--- src/rtl/cmf_pkg.sv ---
package cmf_pkg;
   // register map shared by the decode logic and its users
   localparam int   REG_DW         = 4;
   localparam logic REG_CTRL       = 1'b0;
   localparam logic REG_MODE       = 1'b1;
   localparam int   CTRL_ARM_BIT   = 3;
   localparam int   MODE_START_BIT = 0;
   localparam int   MODE_VAL_LSB   = 1;
endpackage

--- src/rtl/cmf_regs.sv ---
module cmf_regs
   import cmf_pkg::*;
#(
   parameter int FILL_W = 3
) (
   input  logic              clk,
   input  logic              rst_n,
   input  logic              reg_wr,
   input  logic              reg_addr,
   input  logic [REG_DW-1:0] reg_wdata,
   input  logic              done,
   output logic              launch,
   output logic              arm,
   output logic              start,
   output logic              busy,
   output logic              blocked,
   output logic [FILL_W-1:0] fill_val
);
   logic              ctrl_wr, mode_wr, arm_wbit, start_wbit, abort;
   logic              arm_q, start_q, busy_q;
   logic [FILL_W-1:0] val_q;

   assign ctrl_wr    = reg_wr && (reg_addr == REG_CTRL);
   assign mode_wr    = reg_wr && (reg_addr == REG_MODE);
   assign arm_wbit   = reg_wdata[CTRL_ARM_BIT];
   assign start_wbit = reg_wdata[MODE_START_BIT];

   // a fill needs a fresh rising start with arm already set
   assign launch = mode_wr && start_wbit && !start_q && arm_q && !busy_q;
   // clearing either gate bit while running stops the sweep at once
   assign abort  = busy_q && ((ctrl_wr && !arm_wbit) || (mode_wr && !start_wbit));

   always_ff @(posedge clk) begin
      if (!rst_n) begin
         arm_q   <= 1'b0;
         start_q <= 1'b0;
         busy_q  <= 1'b0;
         val_q   <= '0;
      end else begin
         if (ctrl_wr) arm_q <= arm_wbit;
         if (mode_wr)   start_q <= start_wbit;
         else if (done) start_q <= 1'b0;
         if (mode_wr && !busy_q) val_q <= reg_wdata[MODE_VAL_LSB +: FILL_W];
         if (launch)             busy_q <= 1'b1;
         else if (abort || done) busy_q <= 1'b0;
      end
   end

   assign arm      = arm_q;
   assign start    = start_q;
   assign busy     = busy_q;
   assign blocked  = start_q && !arm_q;
   assign fill_val = val_q;


   launch_gate_chk: assert property (@(posedge clk) disable iff (!rst_n)
      $rose(busy_q) |-> (arm_q && start_q));

   self_clear_chk: assert property (@(posedge clk) disable iff (!rst_n)
      ($fell(busy_q) && !$past(abort)) |-> (!start_q && arm_q));

   abort_stop_chk: assert property (@(posedge clk) disable iff (!rst_n)
      abort |=> !busy_q);

   blocked_idle_chk: assert property (@(posedge clk) disable iff (!rst_n)
      (start_q && !arm_q) |-> !busy_q);
endmodule

--- src/rtl/cmf_sweep.sv ---
module cmf_sweep #(
   parameter int DEPTH      = 2048,
   parameter int MIN_FRAMES = 2,
   localparam int AW        = $clog2(DEPTH)
) (
   input  logic          clk,
   input  logic          rst_n,
   input  logic          launch,
   input  logic          busy,
   input  logic          frame_pulse,
   output logic          fill_we,
   output logic [AW-1:0] fill_addr,
   output logic          done
);
   localparam int            FCW  = $clog2(MIN_FRAMES + 1);
   localparam logic [AW-1:0] LAST = AW'(DEPTH - 1);
   localparam logic [FCW-1:0] FMAX = FCW'(MIN_FRAMES);

   logic [AW-1:0]  addr_q;
   logic           swept_q;
   logic [FCW-1:0] fcnt_q;

   always_ff @(posedge clk) begin
      if (!rst_n) begin
         addr_q  <= '0;
         swept_q <= 1'b1;
         fcnt_q  <= '0;
      end else if (launch) begin
         addr_q  <= '0;
         swept_q <= 1'b0;
         fcnt_q  <= '0;
      end else if (busy) begin
         if (!swept_q) begin
            if (addr_q == LAST) swept_q <= 1'b1;
            else                addr_q  <= addr_q + 1'b1;
         end
         if (frame_pulse && (fcnt_q < FMAX)) fcnt_q <= fcnt_q + 1'b1;
      end
   end

   assign fill_we   = busy && !swept_q;
   assign fill_addr = addr_q;
   // completion only on a frame boundary once both conditions are met
   assign done      = busy && frame_pulse && swept_q && (fcnt_q == FMAX);


   sweep_step_chk: assert property (@(posedge clk) disable iff (!rst_n)
      (fill_we && (addr_q != LAST) && !launch) |=> (addr_q == $past(addr_q) + 1'b1));
endmodule

--- src/rtl/cmf_wport.sv ---
module cmf_wport #(
   parameter int DEPTH      = 2048,
   parameter int DATA_W     = 16,
   parameter int FILL_W     = 3,
   parameter int HI_FIELD_W = 5,
   localparam int AW        = $clog2(DEPTH)
) (
   input  logic              fill_we,
   input  logic [AW-1:0]     fill_addr,
   input  logic [FILL_W-1:0] fill_val,
   input  logic              locked,
   input  logic              cpu_wr_lo,
   input  logic              cpu_wr_hi,
   input  logic [AW-1:0]     cpu_addr,
   input  logic [DATA_W-1:0] cpu_dlo,
   input  logic [DATA_W-1:0] cpu_dhi,
   output logic              cm_we_lo,
   output logic              cm_we_hi,
   output logic [AW-1:0]     cm_addr,
   output logic [DATA_W-1:0] cm_dlo,
   output logic [DATA_W-1:0] cm_dhi,
   output logic              cpu_rej
);
   localparam logic [DATA_W-1:0] HI_MASK = {DATA_W{1'b1}} >> (DATA_W - HI_FIELD_W);

   logic [DATA_W-1:0] fill_lo;
   logic              cpu_req, cpu_ok;

   generate
      if (FILL_W == DATA_W) begin : g_full_lo
         assign fill_lo = fill_val;
      end else begin : g_pad_lo
         assign fill_lo = {{(DATA_W - FILL_W){1'b0}}, fill_val};
      end
   endgenerate

   assign cpu_req  = cpu_wr_lo || cpu_wr_hi;
   assign cpu_ok   = !locked && !fill_we;
   assign cpu_rej  = cpu_req && !cpu_ok;

   assign cm_we_lo = fill_we || (cpu_wr_lo && cpu_ok);
   assign cm_we_hi = fill_we || (cpu_wr_hi && cpu_ok);
   assign cm_addr  = fill_we ? fill_addr : cpu_addr;
   assign cm_dlo   = fill_we ? fill_lo : cpu_dlo;
   assign cm_dhi   = fill_we ? '0 : (cpu_dhi & HI_MASK);
endmodule

--- src/rtl/cm_fill_engine.sv ---
module cm_fill_engine
   import cmf_pkg::*;
#(
   parameter int DEPTH      = 2048,
   parameter int DATA_W     = 16,
   parameter int FILL_W     = 3,
   parameter int HI_FIELD_W = 5,
   parameter int MIN_FRAMES = 2,
   localparam int AW        = $clog2(DEPTH)
) (
   input  logic              clk,
   input  logic              rst_n,
   input  logic              frame_pulse,
   input  logic              reg_wr,
   input  logic              reg_addr,
   input  logic [REG_DW-1:0] reg_wdata,
   input  logic              cpu_wr_lo,
   input  logic              cpu_wr_hi,
   input  logic [AW-1:0]     cpu_addr,
   input  logic [DATA_W-1:0] cpu_dlo,
   input  logic [DATA_W-1:0] cpu_dhi,
   output logic              cm_we_lo,
   output logic              cm_we_hi,
   output logic [AW-1:0]     cm_addr,
   output logic [DATA_W-1:0] cm_dlo,
   output logic [DATA_W-1:0] cm_dhi,
   output logic              cpu_rej,
   output logic              stat_busy,
   output logic              stat_arm,
   output logic              stat_start,
   output logic              stat_blocked,
   output logic [FILL_W-1:0] stat_fill_val
);
   generate
      if (DEPTH < 2) begin : g_bad_depth
         $error("cm_fill_engine: DEPTH must be at least 2");
      end
      if (MIN_FRAMES < 1) begin : g_bad_frames
         $error("cm_fill_engine: MIN_FRAMES must be at least 1");
      end
      if ((FILL_W > DATA_W) || (HI_FIELD_W > DATA_W) || (HI_FIELD_W < 1)) begin : g_bad_width
         $error("cm_fill_engine: field widths exceed the data word");
      end
      if (MODE_VAL_LSB + FILL_W > REG_DW) begin : g_bad_reg
         $error("cm_fill_engine: fill value does not fit the mode register");
      end
   endgenerate

   logic              launch, done, fill_we;
   logic              arm, start, busy, blocked;
   logic [AW-1:0]     fill_addr;
   logic [FILL_W-1:0] fill_val;

   cmf_regs #(.FILL_W(FILL_W)) u_regs (
      .clk      (clk),
      .rst_n    (rst_n),
      .reg_wr   (reg_wr),
      .reg_addr (reg_addr),
      .reg_wdata(reg_wdata),
      .done     (done),
      .launch   (launch),
      .arm      (arm),
      .start    (start),
      .busy     (busy),
      .blocked  (blocked),
      .fill_val (fill_val)
   );

   cmf_sweep #(.DEPTH(DEPTH), .MIN_FRAMES(MIN_FRAMES)) u_sweep (
      .clk        (clk),
      .rst_n      (rst_n),
      .launch     (launch),
      .busy       (busy),
      .frame_pulse(frame_pulse),
      .fill_we    (fill_we),
      .fill_addr  (fill_addr),
      .done       (done)
   );

   cmf_wport #(
      .DEPTH(DEPTH), .DATA_W(DATA_W), .FILL_W(FILL_W), .HI_FIELD_W(HI_FIELD_W)
   ) u_wport (
      .fill_we  (fill_we),
      .fill_addr(fill_addr),
      .fill_val (fill_val),
      .locked   (busy || arm || blocked),
      .cpu_wr_lo(cpu_wr_lo),
      .cpu_wr_hi(cpu_wr_hi),
      .cpu_addr (cpu_addr),
      .cpu_dlo  (cpu_dlo),
      .cpu_dhi  (cpu_dhi),
      .cm_we_lo (cm_we_lo),
      .cm_we_hi (cm_we_hi),
      .cm_addr  (cm_addr),
      .cm_dlo   (cm_dlo),
      .cm_dhi   (cm_dhi),
      .cpu_rej  (cpu_rej)
   );

   assign stat_busy     = busy;
   assign stat_arm      = arm;
   assign stat_start    = start;
   assign stat_blocked  = blocked;
   assign stat_fill_val = fill_val;


   frame_end_chk: assert property (@(posedge clk) disable iff (!rst_n)
      ($fell(stat_busy) && !$past(reg_wr)) |-> $past(frame_pulse));

   cpu_gate_chk: assert property (@(posedge clk) disable iff (!rst_n)
      ((cm_we_lo || cm_we_hi) && !stat_busy) |-> (!stat_arm && !stat_blocked));

   fill_hi_zero_chk: assert property (@(posedge clk) disable iff (!rst_n)
      (stat_busy && cm_we_hi) |-> (cm_dhi == '0));
endmodule

--- config.mk ---
export PLATFORM = sky130hd
export DESIGN_NAME = cm_fill_engine
export DESIGN_NICKNAME = d
export VERILOG_FILES = /design/src/rtl/cmf_pkg.sv /design/src/rtl/cmf_regs.sv /design/src/rtl/cmf_sweep.sv /design/src/rtl/cmf_wport.sv /design/src/rtl/cm_fill_engine.sv
export SDC_FILE = /design/constraint.sdc
export NUM_CORES = 1
export LEC_CHECK = 0
export ABC_AREA = 1
export BUFFER_PORTS_ARGS = -buffer_cell sky130_fd_sc_hd__buf_2
export CORE_AREA = 2 2 63 65
export CTS_BUF_LIST = sky130_fd_sc_hd__clkbuf_8
export CTS_CLUSTER_SIZE = 12
export DETAILED_ROUTE_END_ITERATION = 10
export DIE_AREA = 0 0 65 67
export GPL_TIMING_DRIVEN = 0
export HOLD_SLACK_MARGIN = 0.05
export PLACE_DENSITY_LB_ADDON = 0.15
export SKIP_CTS_REPAIR_TIMING = 1
export SYNTH_ARGS = -nofsm -noshare
export SYNTH_HDL_FRONTEND = slang
export SYNTH_SLANG_ARGS = --single-unit
export TNS_END_PERCENT = 50
--- constraint.sdc ---
create_clock -name clk -period 1.54 [get_ports clk]
set_input_delay 0.308 -clock clk [delete_from_list [all_inputs] [get_ports clk]]
set_output_delay 0.308 -clock clk [all_outputs]
set_load 0.1 [all_outputs]
Yosys cells after proc, flatten, opt, wreduce, memory -nomap -nowiden

Cells that the tools add are included.

$add $sub $neg: 2
Order comparisons: 1
Equal/unequal tests: 2
Muxes and demuxes: 11
Bitwise logic cells: 4
Reduce and logical (&&, ||, !) cells: 42

Operator list:

| cell                  | count |
|---|---|
| $logic_and 1x1->1     | 20 |
| $mux 16               | 1 |
| $add 11x1->11 const B | 1 |
| $eq 11x11->1 const B  | 1 |
| $mux 11               | 1 |
| $logic_not 1->1       | 9 |
| $mux 1                | 8 |
| $logic_or 1x1->1      | 7 |
| $reduce_bool 2->1     | 3 |
| $mux 5                | 1 |
| $not 1->1             | 4 |
| $reduce_and 3->1      | 1 |
| $add 2x1->2 const B   | 1 |
| $eq 2x2->1 const B    | 1 |
| $lt 2x2->1 const B    | 1 |
| $reduce_and 2->1      | 1 |
| $reduce_or 2->1       | 1 |

Register bits after elaboration: 20
Output and inout port bits: 53
Word-level logic and storage cells: 69

Logic depth before layout (Yosys ltp)

Depth after elaboration: 8
Gate-level depth with buffers: 9

Cells and area by module

A second synthesis with hierarchy kept.

Cell total of the unflattened synthesis: 262
Area total of the unflattened synthesis: 1541.5 um2

Modules (own cells, without submodules):

| module         | instances | cells an instance | area an instance (um2) |
|---|---|---|---|
| cmf_sweep      | 1         | 116               | 778.2 |
| cmf_wport      | 1         | 104               | 478.0 |
| cmf_regs       | 1         | 39                | 274.0 |
| cm_fill_engine | 1         | 3                 | 11.3 |

Worst setup path before layout

OpenSTA, ideal clock, no wires.

Path kind: register to output
Start: reg u_regs.busy_q (netlist: u_regs.busy)
End: out cm_addr[2]
Data arrival time: 3.611 ns
Data required time: 1.232 ns
Slack: -2.379 ns
Cell stages (with the launch flop): 5
Path buffers: 2
Cells stage by stage: dfxtp_1 buf_4 nand2_4 clkbuf_1 o21ai_0

Longest elaborated chain between the ends: 2

RTL lines:

| what                     | RTL line             | text |
|---|---|---|
| start: declaration       | cmf_regs.sv:20       | `logic arm_q, start_q, busy_q;` |
| start signal: assignment | cmf_regs.sv:37       | `busy_q <= 1'b0;` |
| start signal: assignment | cmf_regs.sv:44       | `if (launch) busy_q <= 1'b1;` |
| start signal: assignment | cmf_regs.sv:45       | `else if (abort \|\| done) busy_q <= 1'b0;` |
| $logic_and 1x1->1        | cmf_sweep.sv:41      | `assign fill_we = busy && !swept_q;` |
| $mux 11                  | cmf_wport.sv:43      | `assign cm_addr = fill_we ? fill_addr : cpu_addr;` |
| end: declaration         | cm_fill_engine.sv:24 | `output logic [AW-1:0] cm_addr,` |

No other way between the ends.

Worst setup path after layout

Start: reg u_regs.busy_q (netlist: u_regs.busy)
End: out cm_we_hi

Longest elaborated chain between the ends: 6
Elaborated cells between the ends (all ways): 8
Classes of those cells: reduce/logical: 8

RTL lines:

| what                          | RTL line             | text |
|---|---|---|
| $logic_or 1x1->1 (2 in a row) | cm_fill_engine.sv:86 | `.locked (busy \|\| arm \|\| blocked),` |
| $logic_not 1->1               | cmf_wport.sv:38      | `assign cpu_ok = !locked && !fill_we;` |
| $logic_and 1x1->1             | cmf_wport.sv:38      |  |
| $logic_and 1x1->1             | cmf_wport.sv:42      | `assign cm_we_hi = fill_we \|\| (cpu_wr_hi && cpu_ok);` |
| $logic_or 1x1->1 *            | cmf_wport.sv:42      |  |
| end: declaration              | cm_fill_engine.sv:23 | `output logic cm_we_hi,` |

Mark *: on every way between the ends. The rest lies on a longest branch, timed or not.

==> results.ini <==
[logic_synthesis]
synth-xor-area-share=0
synth_area_sq_mm=0.00142
muxShareOfSynthArea=0
netlist_top_cells_area=dfxtp_1, nand2_1, nor2_1, inv_1, o21ai_0
synth_top_area_cell=dfxtp_1
ys_seq_area_frac=0.282
yosysWarningCount=0
synth_compound_area_frac=0.118
synth_top_family_by_area=simple AND/OR/NAND/NOR gates
synth_cell_type_count=24
synthSimpleGateAreaFrac=0.380
ys_seq_elements=20
yosysTopAreaCellShare=0.282
syn_avg_cell_area_sq_um=5.82
synth_fa_ha_area_frac=0.0176
synthCells=244

[grt]
overflow=0
grt_pass1_vias=1430
grt_pass1_wl_um=5850
antenna_found_initial=0
grt_max_degree=12
grt_usage=0.171

[floorplan]
rows=22
io_pins=107
die_w_um=65
die_h_um=67
core_sq_mm=0.00361
start_util=0.394
fp.dieArea_sq_mm=0.00436

[cells_and_area]
layout_common_cells=buf_2, nand2_1, inv_1
synthToLayoutAreaGrowth_pct=116
num-fill-cells=203
layout-drive-gt1-share=0.496
regArea_sq_um=420
antennaDiodeCount=0
layout_commonest_cell=buf_2
layout.nets=404
fin_area_sq_mm=0.00307
multi_input_area_sq_mm=0.00115

[setup_path]
worstSetupPathType=reg -> out
crit_arrival_ns=1.37
required_ns=1.23
cp_max_fo=8
worstSetupStartpointType=flop
crit_path_end_kind=primary output
ff2ff_path_depth=9

[timing]
setup_ws_ns=-0.140
finalSetupTns_ns=-3.17
whs_ns=0.274
finalCriticalPeriod_ns=1.68
hold_violations=0
max_freq_ghz=0.595
min_period_over_period=1.09
drv_slew=0
rsz0062_at_grt=yes
fin_worst_skew_ns=0.00406
finalSetupViolations=34

[routing]
vias=1838
first_pass_iters=4
drtIter0Drc=40
drc_errors=0
wl_per_cell_um=12.6
wirelength_um=4990
vias_per_cell=4.65
ant_nets=0

[pwr]
power.density_mw_per_mm2=658
ir_drop_mv=0.459
leakagePower_nw=1.45

[status]
violations=negative setup slack
status=finished, violations left

[clock_tree]
numCtsBuffers=3
clk_transition_reported_paths_ns=0.08
cts_tree=yes
insertion_delay_ns=0.26
clockRootBuffer=clkbuf_8
cts.path.max_buffers=2
cts_num_sinks=20
htreeDepth=1

[hold_path]
min_path_cells=3
min-delay-path-class=in -> reg

[place]
routabilityCongestion=0.759
dpl_cell_area_sq_mm=0.00236
hpwl_um=3110
portBuffers=83

[run]
maxCapViolCount=0

## where the power goes
part	total, W	switching (W)	leakage [nW]	internal [W]
combinational	0.00108	0.000747	1.25	0.000328
sequential	0.000535	0.0000144	0.165	0.000521
clock	0.000412	0.000184	0.0288	0.000228
## critical path: stages (launching register included)
cell     delay [ns]
dfxtp_4        0.40
nor3_4         0.27
inv_2          0.10
o21ai_4        0.16
buf_12         0.19
## synth_stat cells
master and number:
clkbuf_1 4, nand2_4 1, nor2_4 1, o21ai_0 20
dfxtp_1 20, conb_1 1, a21boi_0 1, ha_1 2
nor3_1 7, o21ai_1 1, buf_4 12, buf_6 1
clkinv_2 1, a21oi_1 11, nand4_1 3, nand3_1 9
nand3b_1 1, nand3_2 1, nor2_1 43, buf_2 1
nand2_2 3, nand2_1 57, inv_1 42, nor2_2 1
## area by class of cell
class / instances / share of cell area
Buffer: 17 / 0.0627
Clock buffer: 4 / 0.0179
Inverter: 43 / 0.0566
Multi-Input combinational cell: 173 / 0.374
Sequential cell: 20 / 0.137
Tap cell: 48 / 0.0195
Timing Repair Buffer: 90 / 0.332
## worst paths after layout
path / to / startpoint / slack [ns]
max: cm_we_hi / u_regs.busy$_SDFFE_PN0P_ / -0.14
min reg2reg: u_sweep.fcnt_q[0]$_SDFFE_PP0P_ / u_sweep.fcnt_q[0]$_SDFFE_PP0P_ / 0.49
min: u_regs.fill_val[0]$_SDFFE_PN0P_ / reg_wdata[1] / 0.27
max reg2reg: u_sweep.fill_addr[2]$_SDFFE_PP0P_ / u_sweep.fill_addr[1]$_SDFFE_PP0P_ / 0.08
## per-layer routing
layer | routed length, um | GRT usage | up-vias
met3 | 382 | 0.0203 | 6
met5 | 0 | 0 | -
met2 | 2670 | 0.291 | 81
met4 | 74 | 0.0638 | 0
met1 | 1860 | 0.220 | 821
li1 | - | - | 930
## logic make-up (layout without fill, tap and decap cells)
family,count (synthesis),in the layout
simple gates,127,127
flops,20,20
compound gates,33,33
buf+inv,61,154
other cells,1,11
fa+ha+maj,2,2
## metrics by stage
stage                     cells  utilization  setup slack [ns]  power (W)
after floorplan             254            -            -0.321    0.00130
after global placement      385        0.654            -0.323    0.00141
after detailed placement    385        0.654            -0.332    0.00142
after CTS                   389        0.670            -0.627    0.00182
after global routing        395        0.853            -0.205    0.00208
final                       395        0.853            -0.140    0.00202
## flip-flops by register name, indices dropped and copies added, names as in the netlist
signal / count
u_sweep.fill_addr: 11
u_regs.fill_val: 3
u_sweep.fcnt_q: 2
u_regs.arm: 1
u_regs.busy: 1
u_regs.start: 1
u_sweep.swept_q: 1
No activity file was read; power rests on OpenSTA's default activity.
